[src/rtl/lfb_pkg.sv]
package lfb_pkg;
  localparam int RATE_W = 8;
  localparam int LANE_W = 3;
  localparam logic [RATE_W-1:0] RATE_LO  = 8'h06;
  localparam logic [RATE_W-1:0] RATE_MID = 8'h0A;
  localparam logic [RATE_W-1:0] RATE_HI  = 8'h14;

  typedef struct packed {
    logic capture;
  } lfbStrobes_t;
endpackage

[src/rtl/lfb_ctrl.sv]
module lfb_ctrl
  import lfb_pkg::*;
(
  input  logic        clk,
  input  logic        rstN,
  input  logic        reqValid,
  output lfbStrobes_t strobes,
  output logic        rspValid
);
  always_comb strobes.capture = reqValid;

  always_ff @(posedge clk) begin
    if (!rstN) rspValid <= 1'b0;
    else       rspValid <= reqValid;
  end
endmodule

[src/rtl/lfb_datapath.sv]
module lfb_datapath
  import lfb_pkg::*;
#(
  parameter int RW = RATE_W,
  parameter int LW = LANE_W
) (
  input  logic          clk,
  input  logic          rstN,
  input  lfbStrobes_t   strobes,
  input  logic [RW-1:0] curRate,
  input  logic [LW-1:0] curLanes,
  input  logic [RW-1:0] maxRate,
  input  logic [LW-1:0] maxLanes,
  output logic [RW-1:0] nextRate,
  output logic [LW-1:0] nextLanes,
  output logic          failFlag
);
  logic [RW-1:0] candRate;
  logic [LW-1:0] candLanes;
  logic          codeBad;
  logic          candFail;
  logic [RW-1:0] saveRate, candRateQ;
  logic [LW-1:0] saveLanes, candLanesQ;
  logic          failQ;

  always_comb begin
    candRate  = curRate;
    candLanes = curLanes;
    codeBad   = 1'b0;
    case (curRate)
      RATE_LO: begin
        candLanes = curLanes >> 1;
        candRate  = (maxRate > RATE_LO) ? RATE_MID : RATE_LO;
      end
      RATE_MID: begin
        candRate = RATE_LO;
      end
      RATE_HI: begin
        if (curLanes == LW'(1)) begin
          candRate  = RATE_MID;
          candLanes = maxLanes;
        end else begin
          candLanes = curLanes >> 1;
        end
      end
      default: codeBad = 1'b1;
    endcase
    candFail = codeBad || (candLanes == '0);
  end

  always_ff @(posedge clk) begin
    if (!rstN) begin
      saveRate   <= '0;
      saveLanes  <= '0;
      candRateQ  <= '0;
      candLanesQ <= '0;
      failQ      <= 1'b0;
    end else if (strobes.capture) begin
      saveRate   <= curRate;
      saveLanes  <= curLanes;
      candRateQ  <= candRate;
      candLanesQ <= candLanes;
      failQ      <= candFail;
    end
  end

  always_comb begin
    failFlag  = failQ;
    nextRate  = failQ ? saveRate  : candRateQ;
    nextLanes = failQ ? saveLanes : candLanesQ;
  end
endmodule

[src/rtl/link_fallback_step.sv]
module link_fallback_step
  import lfb_pkg::*;
(
  input  logic              clk,
  input  logic              rstN,
  input  logic              reqValid,
  input  logic [RATE_W-1:0] curRate,
  input  logic [LANE_W-1:0] curLanes,
  input  logic [RATE_W-1:0] maxRate,
  input  logic [LANE_W-1:0] maxLanes,
  output logic              rspValid,
  output logic [RATE_W-1:0] nextRate,
  output logic [LANE_W-1:0] nextLanes,
  output logic              failFlag
);
  lfbStrobes_t strobes;

  lfb_ctrl ctrl_i (
    .clk(clk), .rstN(rstN), .reqValid(reqValid),
    .strobes(strobes), .rspValid(rspValid)
  );

  lfb_datapath #(.RW(RATE_W), .LW(LANE_W)) dp_i (
    .clk(clk), .rstN(rstN), .strobes(strobes),
    .curRate(curRate), .curLanes(curLanes),
    .maxRate(maxRate), .maxLanes(maxLanes),
    .nextRate(nextRate), .nextLanes(nextLanes), .failFlag(failFlag)
  );
endmodule

[config.mk]
export PLATFORM = sky130hd
export DESIGN_NAME = link_fallback_step
export DESIGN_NICKNAME = d
export VERILOG_FILES = /design/src/rtl/lfb_pkg.sv /design/src/rtl/lfb_ctrl.sv /design/src/rtl/lfb_datapath.sv /design/src/rtl/link_fallback_step.sv
export SDC_FILE = /design/constraint.sdc
export NUM_CORES = 1
export LEC_CHECK = 0
export BUFFER_PORTS_ARGS = -buffer_cell sky130_fd_sc_hd__buf_2
export CAP_MARGIN = 0
export CORE_ASPECT_RATIO = 0.9
export CORE_MARGIN = 5
export CORE_UTILIZATION = 30
export CTS_CLUSTER_DIAMETER = 60
export CTS_CLUSTER_SIZE = 12
export DETAILED_ROUTE_END_ITERATION = 10
export GPL_ROUTABILITY_DRIVEN = 0
export GPL_TIMING_DRIVEN = 0
export PLACE_DENSITY = 0.51
export SLEW_MARGIN = 30
export SYNTH_ARGS = -nofsm -noshare
export SYNTH_HDL_FRONTEND = slang
export SYNTH_SLANG_ARGS = --single-unit
[constraint.sdc]
create_clock -name clk -period 5.08 [get_ports clk]
set_clock_uncertainty 0.05 [all_clocks]
set_input_delay 1.016 -clock clk [delete_from_list [all_inputs] [get_ports clk]]
set_output_delay 1.016 -clock clk [all_outputs]
set_load 0.02 [all_outputs]
* Word level (Yosys, flattened, before mapping)
Index checks and enable logic that the tools add are counted.
** Cells by class
- Magnitude comparators :: 1
- Eq/ne operators :: 4
- Mux-type cells :: 8
- Reductions and logical operators :: 3
** Operators by type and width (number)
- $pmux W8 S3 :: 1
- $mux W8 :: 2
- $eq A8 B3 Y1 const B :: 1
- $eq A8 B4 Y1 const B :: 1
- $eq A8 B5 Y1 const B :: 1
- $gt A8 B3 Y1 const B :: 1
- $mux W3 :: 2
- $pmux W3 S2 :: 1
- $mux W4 :: 1
- $eq A3 B1 Y1 const B :: 1
- $logic_not A3 Y1 :: 1
- $reduce_or A3 Y1 :: 1
- $logic_or A1 B1 Y1 :: 1
- $mux W1 :: 1
** Storage, ports and cells
- Register bits :: 24
- Bits of input ports :: 25
- Word-level logic and storage cells :: 22

* Longest topological paths before layout
- Word-level depth :: 5
- Mapped depth :: 5
- Gate-level depth less buffers :: 4

* Cells and area by module
A second synthesis with hierarchy kept.
** Second synthesis, totals
- Cells, all modules :: 137
- Area total of the unflattened synthesis :: 1234.9 um2
** Modules (own cells, without submodules)
- lfb_datapath :: times used 1, cells an instance 134, area each 1201.2 um2, seq. area each 460.4 um2
- lfb_ctrl :: times used 1, cells an instance 3, area each 33.8 um2, seq. area each 20.0 um2

* Worst setup path before layout
OpenSTA, ideal clock, no wires.
- Path type :: input to register
- From :: in maxRate[6]
- To :: reg dp_i.candRateQ[2]
- Setup time :: 0.081 ns
- Arrival :: 2.238 ns
- Data required time :: 4.949 ns
- Setup slack :: 2.712 ns
- Stages :: 4
- Path buffers :: 0
- Cell sequence :: or4_1 -> a311o_1 -> or2_0 -> a41oi_1
** On the way
- Longest elaborated chain between the ends :: 3
** Ends and longest elaborated chain
- start: declaration :: line link_fallback_step.sv:9 : input logic [RATE_W-1:0] maxRate,
- $gt A8 B3 Y1 :: line lfb_datapath.sv:33 : candRate = (maxRate > RATE_LO) ? RATE_MID : RATE_LO;
- $mux W4 :: line lfb_datapath.sv:33
- $pmux W8 S3 :: line lfb_datapath.sv:30 : case (curRate)
- end signal: assignment :: line lfb_datapath.sv:61 : candRateQ <= candRate;
- end: declaration :: line lfb_datapath.sv:22 : logic [RW-1:0] saveRate, candRateQ;
No other way between the ends.
A chain may end at the register's enable or synchronous reset.

* Worst setup path in the final report
- From :: reg dp_i.failQ (netlist: dp_i.failFlag)
- To :: out nextRate[1]
** On the way
- Longest elaborated chain between the ends :: 1
** Ends and longest elaborated chain
- start: declaration :: line lfb_datapath.sv:24 : logic failQ;
- start signal: assignment :: line lfb_datapath.sv:63 : failQ <= candFail;
- $mux W8 :: line lfb_datapath.sv:69 : nextRate = failQ ? saveRate : candRateQ;
- end: declaration :: line link_fallback_step.sv:12 : output logic [RATE_W-1:0] nextRate,
No other way between the ends.

==> results.sh <==
export IMPL_status="finished clean"
export IMPL_final_hold_viol_count=0
export IMPL_power_total_mw=0.4120
export IMPL_grt_pass1_wl_microns=5761
export IMPL_slew_headroom=0.5600
export IMPL_die_w_microns=77.73
export IMPL_synthFlopType="dfxtp_1"
export IMPL_postCtsSetupBuffers=0
export IMPL_clockBufferDepth=2
export IMPL_grt_pass1_vias=1221
export IMPL_ys_ff_latch=24
export IMPL_synth_avg_cell_area_sq_um=8.976
export IMPL_dieArea_sq_um=5516
export IMPL_io_pins=38
export IMPL_dp_cells=219
export IMPL_grt_setup_unrepaired="no"
export IMPL_cts_sinks=24
export IMPL_setup_ws_ns=2.257
export IMPL_wl_met3_microns=175
export IMPL_drt_iter0_markers=76
export IMPL_cts_root_buf="clkbuf_8"
export IMPL_numCtsBuffers=3
export IMPL_power_frac_comb=0.194
export IMPL_worst_hold_slack_ns=0.4226
export IMPL_area_growth_pct=22.63
export IMPL_final_cell_mix="34 x buf_2, 24 x dfxtp_1, 13 x a21oi_1"
export IMPL_period_share=0.5557
export IMPL_path_clk_slew_ns=0.08
export IMPL_ant_nets=0
export IMPL_routedWlPerCell_microns=15.09
export IMPL_routed_top_layer="met4"
export IMPL_utilization=0.3754
export IMPL_holdBufCountCts=0
export IMPL_regArea_sq_um=480.5
export IMPL_fin_nets=201
export IMPL_hold_class="reg2reg"
export IMPL_seq_power_share=0.498
export IMPL_met1Wirelength_microns=1524
export IMPL_critPathCaptureType="output pin"
export IMPL_clock_power_share=0.308
export IMPL_clkLatencyLatePin_ns=0.26
export IMPL_numPortBuffers=33
export IMPL_first_pass_iters=4
export IMPL_n_fill_cell=424
export IMPL_grt_ovfl_total=0
export IMPL_htreeDepth=1
export IMPL_synth_warnings=0
export IMPL_cts_tree="done"
export IMPL_routed_via_density=5.184
export IMPL_syn_nets=163
export IMPL_worstPathRequired_ns=4.01
export IMPL_ir_worst_vdd_mv=0.1092
export IMPL_diodes=0
export IMPL_maxCapViolations=0
export IMPL_power_leakage_nw=0.6265
export IMPL_vias=1156
export IMPL_gr_usage_all_layers=0.1280
export IMPL_ys_types=41
export IMPL_hpwl_microns=2549
export IMPL_layout_drive_gt1_share=0.2971
export IMPL_syn_area_sq_um=1239
export IMPL_synthCells=138
export IMPL_final_common_cell="buf_2"
export IMPL_multi_input_area_sq_um=708.2
export IMPL_coreArea_sq_um=4046
export IMPL_setup_viol=0
export IMPL_fmax_mhz=354.3
export IMPL_route_met2_wl_microns=1628
export IMPL_initial_utilization=0.3061
export IMPL_internal_power_mw=0.3016
export IMPL_worst_pin_slew_ns=0.6511
export IMPL_fin_area_sq_um=1519
export IMPL_cts_resized=0
export IMPL_antenna_found_initial=0
export IMPL_totalWireLength_microns=3365
export IMPL_fp_row_count=22
export IMPL_pwr_density_cell_nw_per_um2=271.2
export IMPL_die_h_microns=70.96
export IMPL_instances_no_fill=223
export IMPL_pre_cts_ws_ns=2.505
export IMPL_cp_max_fo=10
export IMPL_synth_edf_count=0
export IMPL_grt_max_degree=14
export IMPL_drc=0
export IMPL_period_needed_ns=2.823
export IMPL_setup_tns_ns=0
export IMPL_switching_power_mw=0.1105
export IMPL_place_area_sq_um=1464
export IMPL_switching_share=0.2681
export IMPL_arrival_ns=1.76
export IMPL_crit_type="reg2out"
export IMPL_maxSlewViolCount=0
export IMPL_yosysSeqAreaShare=0.3879
export IMPL_synthArstFlopShare=0
export IMPL_start_kind="register"
[cells by family (layout without fill, tap and decap cells)]
| group | after synthesis | count (layout) | synth area share |
|---|---|---|---|
| buffers and inverters | 13 | 50 | 0.04040 |
| AO/OA/AOI/OAI | 32 | 32 | 0.1687 |
| flip-flops | 24 | 24 | 0.3879 |
| AND/OR/NAND/NOR | 51 | 51 | 0.2495 |
| multiplexers | 16 | 16 | 0.1394 |
| XOR/XNOR | 2 | 2 | 0.01414 |
[final cells by class]
cell class	count	share of cell area
multi-input combinational	101	0.4662
sequential	24	0.3163
timing repair buffer	33	0.1087
tap	48	0.03954
clock buffer	4	0.03624
buffer	9	0.02306
inverter	4	0.009885
[critical path, cell delays in order, from the launching register on]
cell     delay, ns
dfxtp_1       0.42
buf_1         0.51
mux2_2        0.40
buf_2         0.16
[synth_stat cells, types with 2 or more instances]
cell type,n,share of area
dfxtp_1,24,0.39
a21oi_1,13,0.053
mux2_2,10,0.091
nand2_1,10,0.030
nand2b_1,10,0.051
nor2_1,8,0.024
clkbuf_1,6,0.018
mux2i_1,6,0.048
inv_1,4,0.012
nand3_1,4,0.016
o21ai_0,4,0.016
o31ai_1,3,0.018
a311oi_1,2,0.014
a41oi_1,2,0.014
buf_1,2,0.0061
nand3b_1,2,0.012
nor2b_1,2,0.010
nor3_1,2,0.0081
xor2_1,2,0.014
[metal layers]
metal | up-vias | GRT usage
li1 | 573 | -
met4 | 0 | 0.03435
met5 | - | 0
met3 | 2 | 0.03690
met1 | 555 | 0.1534
met2 | 26 | 0.2224
[flip-flops by register name (all words and copies together), names as in the netlist]
signal / cells
ctrl_i.rspValid: 1
dp_i.candRateQ: 8
dp_i.saveRate: 8
dp_i.saveLanes: 3
dp_i.failFlag: 1
dp_i.candLanesQ: 3
[power by group through the flow]
stage / Sequential (mW) / Clock, mW / Combinational (mW)
global placement: 0.209 / 0 / 0.0791
CTS: 0.205 / 0.132 / 0.0807
detailed placement: 0.210 / 0 / 0.0806
floorplan: 0.209 / 0 / 0.0497
global route: 0.207 / 0.142 / 0.0890
finish: 0.205 / 0.127 / 0.0800
[final timing paths]
| kind | start | to | slack, ns | cells past startpoint |
|---|---|---|---|---|
| setup reg to reg | dp_i.failFlag | dp_i.failFlag | 3.78 | 2 |
| hold / removal | dp_i.saveRate[6] | dp_i.saveRate[6] | 0.42 | 2 |
| setup / recovery | dp_i.failFlag | nextRate[1] | 2.26 | 3 |
| hold reg to reg | dp_i.saveRate[6] | dp_i.saveRate[6] | 0.42 | 2 |
Note: power is estimated with default switching activity, not from simulation.
